**config.mk**
```make
export PLATFORM = sky130hd
export DESIGN_NAME = page_write_buffer
export DESIGN_NICKNAME = d
export VERILOG_FILES = /design/src/rtl/pwb_pkg.sv /design/src/rtl/pwb_ctrl.sv /design/src/rtl/pwb_datapath.sv /design/src/rtl/page_write_buffer.sv
export SDC_FILE = /design/constraint.sdc
export NUM_CORES = 1
export LEC_CHECK = 0
export BUFFER_PORTS_ARGS = -buffer_cell sky130_fd_sc_hd__buf_2
export CORE_ASPECT_RATIO = 0.75
export CORE_MARGIN = 10
export CORE_UTILIZATION = 56
export DETAILED_ROUTE_END_ITERATION = 6
export PLACE_DENSITY_LB_ADDON = 0.3
export SYNTH_ARGS = -nofsm -noshare
export SYNTH_HDL_FRONTEND = slang
export SYNTH_HIERARCHICAL = 1
export SYNTH_SLANG_ARGS = --single-unit
export TNS_END_PERCENT = 50
```
**constraint.sdc**
```tcl
create_clock -name clk -period 3.2 [get_ports clk]
set_clock_uncertainty 0.1 [all_clocks]
set_input_delay 0.16 -clock clk [delete_from_list [all_inputs] [get_ports clk]]
set_output_delay 0.16 -clock clk [all_outputs]
set_load 0.02 [all_outputs]
```
**src/rtl/pwb_pkg.sv**
```systemverilog
package pwb_pkg;
  typedef struct packed {
    logic loadAddr;
    logic storeByte;
    logic progActive;
    logic scanEn;
  } pwbStrobes_t;
endpackage

```
**src/rtl/pwb_ctrl.sv**
```systemverilog
module pwb_ctrl
  import pwb_pkg::*;
#(
  parameter int PAGE_BITS = 6,
  parameter int CYCLE_LEN = 100
) (
  input  logic                 clk,
  input  logic                 rstN,
  input  logic                 startWr,
  input  logic                 protectIn,
  input  logic                 dataStrobe,
  input  logic                 stopPulse,
  input  logic                 anyValid,
  output pwbStrobes_t          strb,
  output logic [PAGE_BITS-1:0] scanIdx,
  output logic                 busy
);
  localparam int PAGE_SIZE = 1 << PAGE_BITS;
  localparam int LEN_W     = $clog2(CYCLE_LEN + 1);
  localparam int CNT_W     = (LEN_W > PAGE_BITS) ? LEN_W : PAGE_BITS + 1;

  typedef enum logic [1:0] {ST_IDLE, ST_LOAD, ST_PROG} ctrlState_t;

  ctrlState_t state;
  logic [CNT_W-1:0] cnt;
  logic locked;
  logic commitGo;

  always_comb begin
    strb.loadAddr   = startWr && (state != ST_PROG);
    strb.storeByte  = dataStrobe && (state == ST_LOAD) && !locked && !startWr;
    strb.progActive = (state == ST_PROG);
    strb.scanEn     = (state == ST_PROG) && (cnt < CNT_W'(PAGE_SIZE));
    commitGo        = stopPulse && (state == ST_LOAD) && !locked && anyValid && !startWr;
    scanIdx         = cnt[PAGE_BITS-1:0];
    busy            = (state == ST_PROG);
  end

  always_ff @(posedge clk or negedge rstN) begin
    if (!rstN) begin
      state  <= ST_IDLE;
      cnt    <= '0;
      locked <= 1'b0;
    end else begin
      case (state)
        ST_IDLE: begin
          if (strb.loadAddr) begin
            state  <= ST_LOAD;
            locked <= protectIn;
          end
        end
        ST_LOAD: begin
          if (strb.loadAddr) begin
            locked <= protectIn;
          end else if (commitGo) begin
            state <= ST_PROG;
            cnt   <= '0;
          end else if (stopPulse) begin
            state <= ST_IDLE;
          end
        end
        ST_PROG: begin
          if (cnt == CNT_W'(CYCLE_LEN - 1)) begin
            state <= ST_IDLE;
            cnt   <= '0;
          end else begin
            cnt <= cnt + 1'b1;
          end
        end
        default: state <= ST_IDLE;
      endcase
    end
  end

  // the cycle only begins on a STOP
  a_r5_rise_on_stop: assert property (@(posedge clk) disable iff (!rstN)
    $rose(busy) |-> $past(stopPulse));

  // the cycle only begins with loaded data
  a_r10_rise_needs_data: assert property (@(posedge clk) disable iff (!rstN)
    $rose(busy) |-> $past(anyValid));

  // a locked session never commits
  a_r8_locked_no_commit: assert property (@(posedge clk) disable iff (!rstN)
    $rose(busy) |-> !$past(locked));
endmodule

```
**src/rtl/pwb_datapath.sv**
```systemverilog
module pwb_datapath
  import pwb_pkg::*;
#(
  parameter int ADDR_W    = 14,
  parameter int DATA_W    = 8,
  parameter int PAGE_BITS = 6
) (
  input  logic                 clk,
  input  logic                 rstN,
  input  pwbStrobes_t          strb,
  input  logic [PAGE_BITS-1:0] scanIdx,
  input  logic [ADDR_W-1:0]    startAddr,
  input  logic [DATA_W-1:0]    dataIn,
  output logic                 anyValid,
  output logic [ADDR_W-1:0]    addrOut,
  output logic                 arrWrEn,
  output logic [ADDR_W-1:0]    arrWrAddr,
  output logic [DATA_W-1:0]    arrWrData
);
  localparam int PAGE_SIZE = 1 << PAGE_BITS;
  localparam int HI_W      = ADDR_W - PAGE_BITS;

  logic [DATA_W-1:0]    pageBuf [PAGE_SIZE];
  logic [PAGE_SIZE-1:0] validBits;
  logic [ADDR_W-1:0]    addrReg;
  logic [PAGE_BITS-1:0] slotIdx;
  logic [HI_W-1:0]      pageSel;

  assign slotIdx  = addrReg[PAGE_BITS-1:0];
  assign pageSel  = addrReg[ADDR_W-1:PAGE_BITS];
  assign anyValid = |validBits;
  assign addrOut  = addrReg;

  generate
    for (genvar i = 0; i < PAGE_SIZE; i++) begin : g_slot
      always_ff @(posedge clk) begin
        if (strb.storeByte && (slotIdx == PAGE_BITS'(i))) pageBuf[i] <= dataIn;
      end
      always_ff @(posedge clk or negedge rstN) begin
        if (!rstN) validBits[i] <= 1'b0;
        else if (strb.loadAddr) validBits[i] <= 1'b0;
        else if (strb.storeByte && (slotIdx == PAGE_BITS'(i))) validBits[i] <= 1'b1;
      end
    end
  endgenerate

  always_ff @(posedge clk or negedge rstN) begin
    if (!rstN) begin
      addrReg <= '0;
    end else if (strb.loadAddr) begin
      addrReg <= startAddr;
    end else if (strb.storeByte) begin
      addrReg <= {pageSel, slotIdx + 1'b1};
    end
  end

  always_ff @(posedge clk or negedge rstN) begin
    if (!rstN) begin
      arrWrEn   <= 1'b0;
      arrWrAddr <= '0;
      arrWrData <= '0;
    end else begin
      arrWrEn   <= strb.scanEn && validBits[scanIdx];
      arrWrAddr <= {pageSel, scanIdx};
      arrWrData <= pageBuf[scanIdx];
    end
  end

  // page bits survive every accepted byte
  a_r2_upper_kept: assert property (@(posedge clk) disable iff (!rstN)
    strb.storeByte |=> addrReg[ADDR_W-1:PAGE_BITS] == $past(addrReg[ADDR_W-1:PAGE_BITS]));

  // address frozen during the timed cycle
  a_r9_addr_frozen: assert property (@(posedge clk) disable iff (!rstN)
    (strb.progActive && $past(strb.progActive)) |-> $stable(addrReg));

  // array strobes only follow an active scan
  a_r4_wr_in_prog: assert property (@(posedge clk) disable iff (!rstN)
    arrWrEn |-> $past(strb.scanEn));
endmodule

```
**src/rtl/page_write_buffer.sv**
```systemverilog
module page_write_buffer
  import pwb_pkg::*;
#(
  parameter int ADDR_W    = 14,
  parameter int DATA_W    = 8,
  parameter int PAGE_BITS = 6,
  parameter int CYCLE_LEN = 100
) (
  input  logic              clk,
  input  logic              rstN,
  input  logic              startWr,
  input  logic [ADDR_W-1:0] startAddr,
  input  logic              protectIn,
  input  logic              dataStrobe,
  input  logic [DATA_W-1:0] dataIn,
  input  logic              stopPulse,
  output logic              busy,
  output logic              arrWrEn,
  output logic [ADDR_W-1:0] arrWrAddr,
  output logic [DATA_W-1:0] arrWrData,
  output logic [ADDR_W-1:0] addrOut
);
  pwbStrobes_t          strb;
  logic [PAGE_BITS-1:0] scanIdx;
  logic                 anyValid;

  pwb_ctrl #(.PAGE_BITS(PAGE_BITS), .CYCLE_LEN(CYCLE_LEN)) u_ctrl (
    .clk(clk), .rstN(rstN), .startWr(startWr), .protectIn(protectIn),
    .dataStrobe(dataStrobe), .stopPulse(stopPulse), .anyValid(anyValid),
    .strb(strb), .scanIdx(scanIdx), .busy(busy)
  );

  pwb_datapath #(.ADDR_W(ADDR_W), .DATA_W(DATA_W), .PAGE_BITS(PAGE_BITS)) u_dp (
    .clk(clk), .rstN(rstN), .strb(strb), .scanIdx(scanIdx),
    .startAddr(startAddr), .dataIn(dataIn), .anyValid(anyValid),
    .addrOut(addrOut), .arrWrEn(arrWrEn), .arrWrAddr(arrWrAddr),
    .arrWrData(arrWrData)
  );
endmodule

```
==> impl_metrics.toml <==
[sta]
fin_crit_ns = 2.84
fin_setup_tns_ns = 0
report.final.slew_viol_count = 0
finalCritPeriodShare_pct = 88.7
setup_viol = 0
slew_headroom_pct = 29.4
rsz0062_at_grt = "false"
hold_violations = 0
tightest_slew_ns = 1.06
fmax_mhz = 352

[logic_synthesis]
yosys_warnings = 6
syn_inst = 1301
syn_area_per_cell_um2 = 18.8
syn_nets = 1334
netlist_area_mm2 = 0.0245

[critical_path]
path_buf_inv = 2
critPathTopFamily = "simple AND/OR/NAND/NOR gates"
worstPathArrival_ns = 3.04
crit_type = "flip-flop to flip-flop"
crit_chain = "or4b_1, nor2_1, or3b_2, buf_4, nor2_1, buf_4"
crit_required_ns = 3.41
crit_path_top_delay_cell = "or4b_1"
slowest_delay_ns = 0.65
end_kind = "flip-flop"
cp_max_fo = 8
crit_path_start_kind = "flip-flop"

[detailed_routing]
drt_iter0_drc = 1772
num_vias = 13600
first_pass_iters = 5
post-route-drc-count = 0
routed_wl_um = 60600
wl_per_cell_um = 28.6
detail-route-antenna-nets = 0
vias_per_cell = 6.41

[global_routing]
grt_max_degree = 78
grt_pass1_wl_um = 89600
antenna_found_initial = 1
grt_pass1_vias = 13300
grt_overflow = 0
grt_util_all_layers_pct = 23.1

[placement]
port_buffers = 65
gp_congestion = 0.863
hpwl_um = 39100

[cts]
clk_latency_ns = 0.61
cts_setup_buffers = 0
cts_sinks = 623
cts_htree_levels = 2
clock_path_buffers = 3
cts_resized = 0
cts_tree = "built"
clkTransAtPathRegs_ns = 0.07
cts_buffers = 57
cts_root_buffer = "clkbuf_16"

[power_and_ir_drop]
clkPwrFrac_pct = 32.0
cellPowerDensity_mw_per_mm2 = 765
leakage_nw = 9.75
swShare_pct = 29.0
p_seq_share_pct = 43.2
pwr-share-comb_pct = 24.7
p_int_mw = 15.4
total_power_mw = 21.6
ir_drop_v = 0.000482
p_switching_mw = 6.27

[run_status]
status = "complete, no violations"

[die]
ioPinCount = 66
fp.dieW_um = 261
placementRows = 66
die_h_um = 201
die-area_mm2 = 0.0526
core_area_mm2 = 0.0433
start_util_pct = 56.6

[finish]
final_layout_size_suffix_gt1_share_pct = 29.2
multiInputGateArea_mm2 = 0.00591
antenna_cells = 0
nNetsFinal = 1524
fillCellCount = 2862
seqCellArea_mm2 = 0.0182
area_growth_pct = 15.6

[min_path]
hold_path.class = "input pin to flip-flop"

[job]
maxCapViolCount = 0
power groups by stage:
stage | logic [mW] | registers [mW] | clock network (mW)
floorplan | 3.58 | 9.38 | 0
global placement | 5.25 | 9.52 | 0
detailed placement | 5.31 | 9.53 | 0
CTS | 5.34 | 9.36 | 7.01
global route | 5.64 | 9.39 | 7.36
finish | 5.36 | 9.36 | 6.93
what timing repair did:
item                       4_1_cts  5_1_grt
hold endpoints to repair       124        0
hold buffers                    21        0
setup endpoints to repair        0        0
per-stage QoR:
stage | std cells | hold slack [ns] | cell area [um^2] | setup slack, ns | utilization (%)
after floorplan | 1301 | -0.236 | 24500 | 0.194 | -
after global placement | 1989 | 0.271 | 26200 | 0.467 | 60.5
after detailed placement | 1989 | 0.280 | 26200 | 0.410 | 60.5
after CTS | 2117 | 0.0341 | 28300 | 0.386 | 65.4
after global routing | 2117 | 0.0570 | 28300 | 0.255 | 65.4
final | 2117 | 0.0373 | 28300 | 0.362 | 65.4
cell type report:
cell class              count  share of cell area, %
repair buffers            205                   5.54
clock inverters            31                   1.29
multi-input cells         597                   20.9
flip-flops and latches    623                   64.2
clock buffers              76                   5.50
inverters                   7                 0.0928
well taps                 578                   2.55
metal layers:
| layer | vias up | GRT usage [%] | part of all wire (%) |
|---|---|---|---|
| met5 | - | 0 | 0.021 |
| met4 | 2 | 5.17 | 2.0 |
| met3 | 92 | 5.85 | 12 |
| met2 | 799 | 32.3 | 44 |
| met1 | 7132 | 36.0 | 42 |
| li1 | 5541 | - | - |
final timing paths:
path	end	cells past startpoint	slack (ns)	start
worst max-delay path	u_dp/pageBuf[6][3]	6	0.36	u_ctrl/state[1]
worst max register to register	u_dp/pageBuf[6][3]	6	0.36	u_ctrl/state[1]
worst min-delay path	u_dp/pageBuf[14][3]	1	0.04	dataIn[3]
max in group asynchronous	u_dp/arrWrData[0]	3	2.00	rstN
min in group asynchronous	u_dp/addrOut[11]	2	0.17	rstN
worst min register to register	u_dp/arrWrAddr[7]	0	0.29	u_dp/addrOut[7]
registers in the layout, indices dropped and copies added, names as in the netlist:
register,cells
u_dp/pageBuf,512
u_dp/validBits,64
u_dp/addrOut,14
u_dp/arrWrAddr,14
u_dp/arrWrData,8
u_ctrl/cnt,7
u_ctrl/state,2
u_ctrl/locked,1
u_dp/arrWrEn,1
cells in the final DEF, fill, tap and decap left out, types with 24 or more instances in the layout:
cell type  count
dfrtp_1      108
buf_2         64
clkbuf_16     57
buf_4        109
mux2_2        24
mux2i_1       47
mux4_2       143
nand2_1       29
nor2_1       199
edfxtp_1     512
Power figures use the tool's default switching activity.
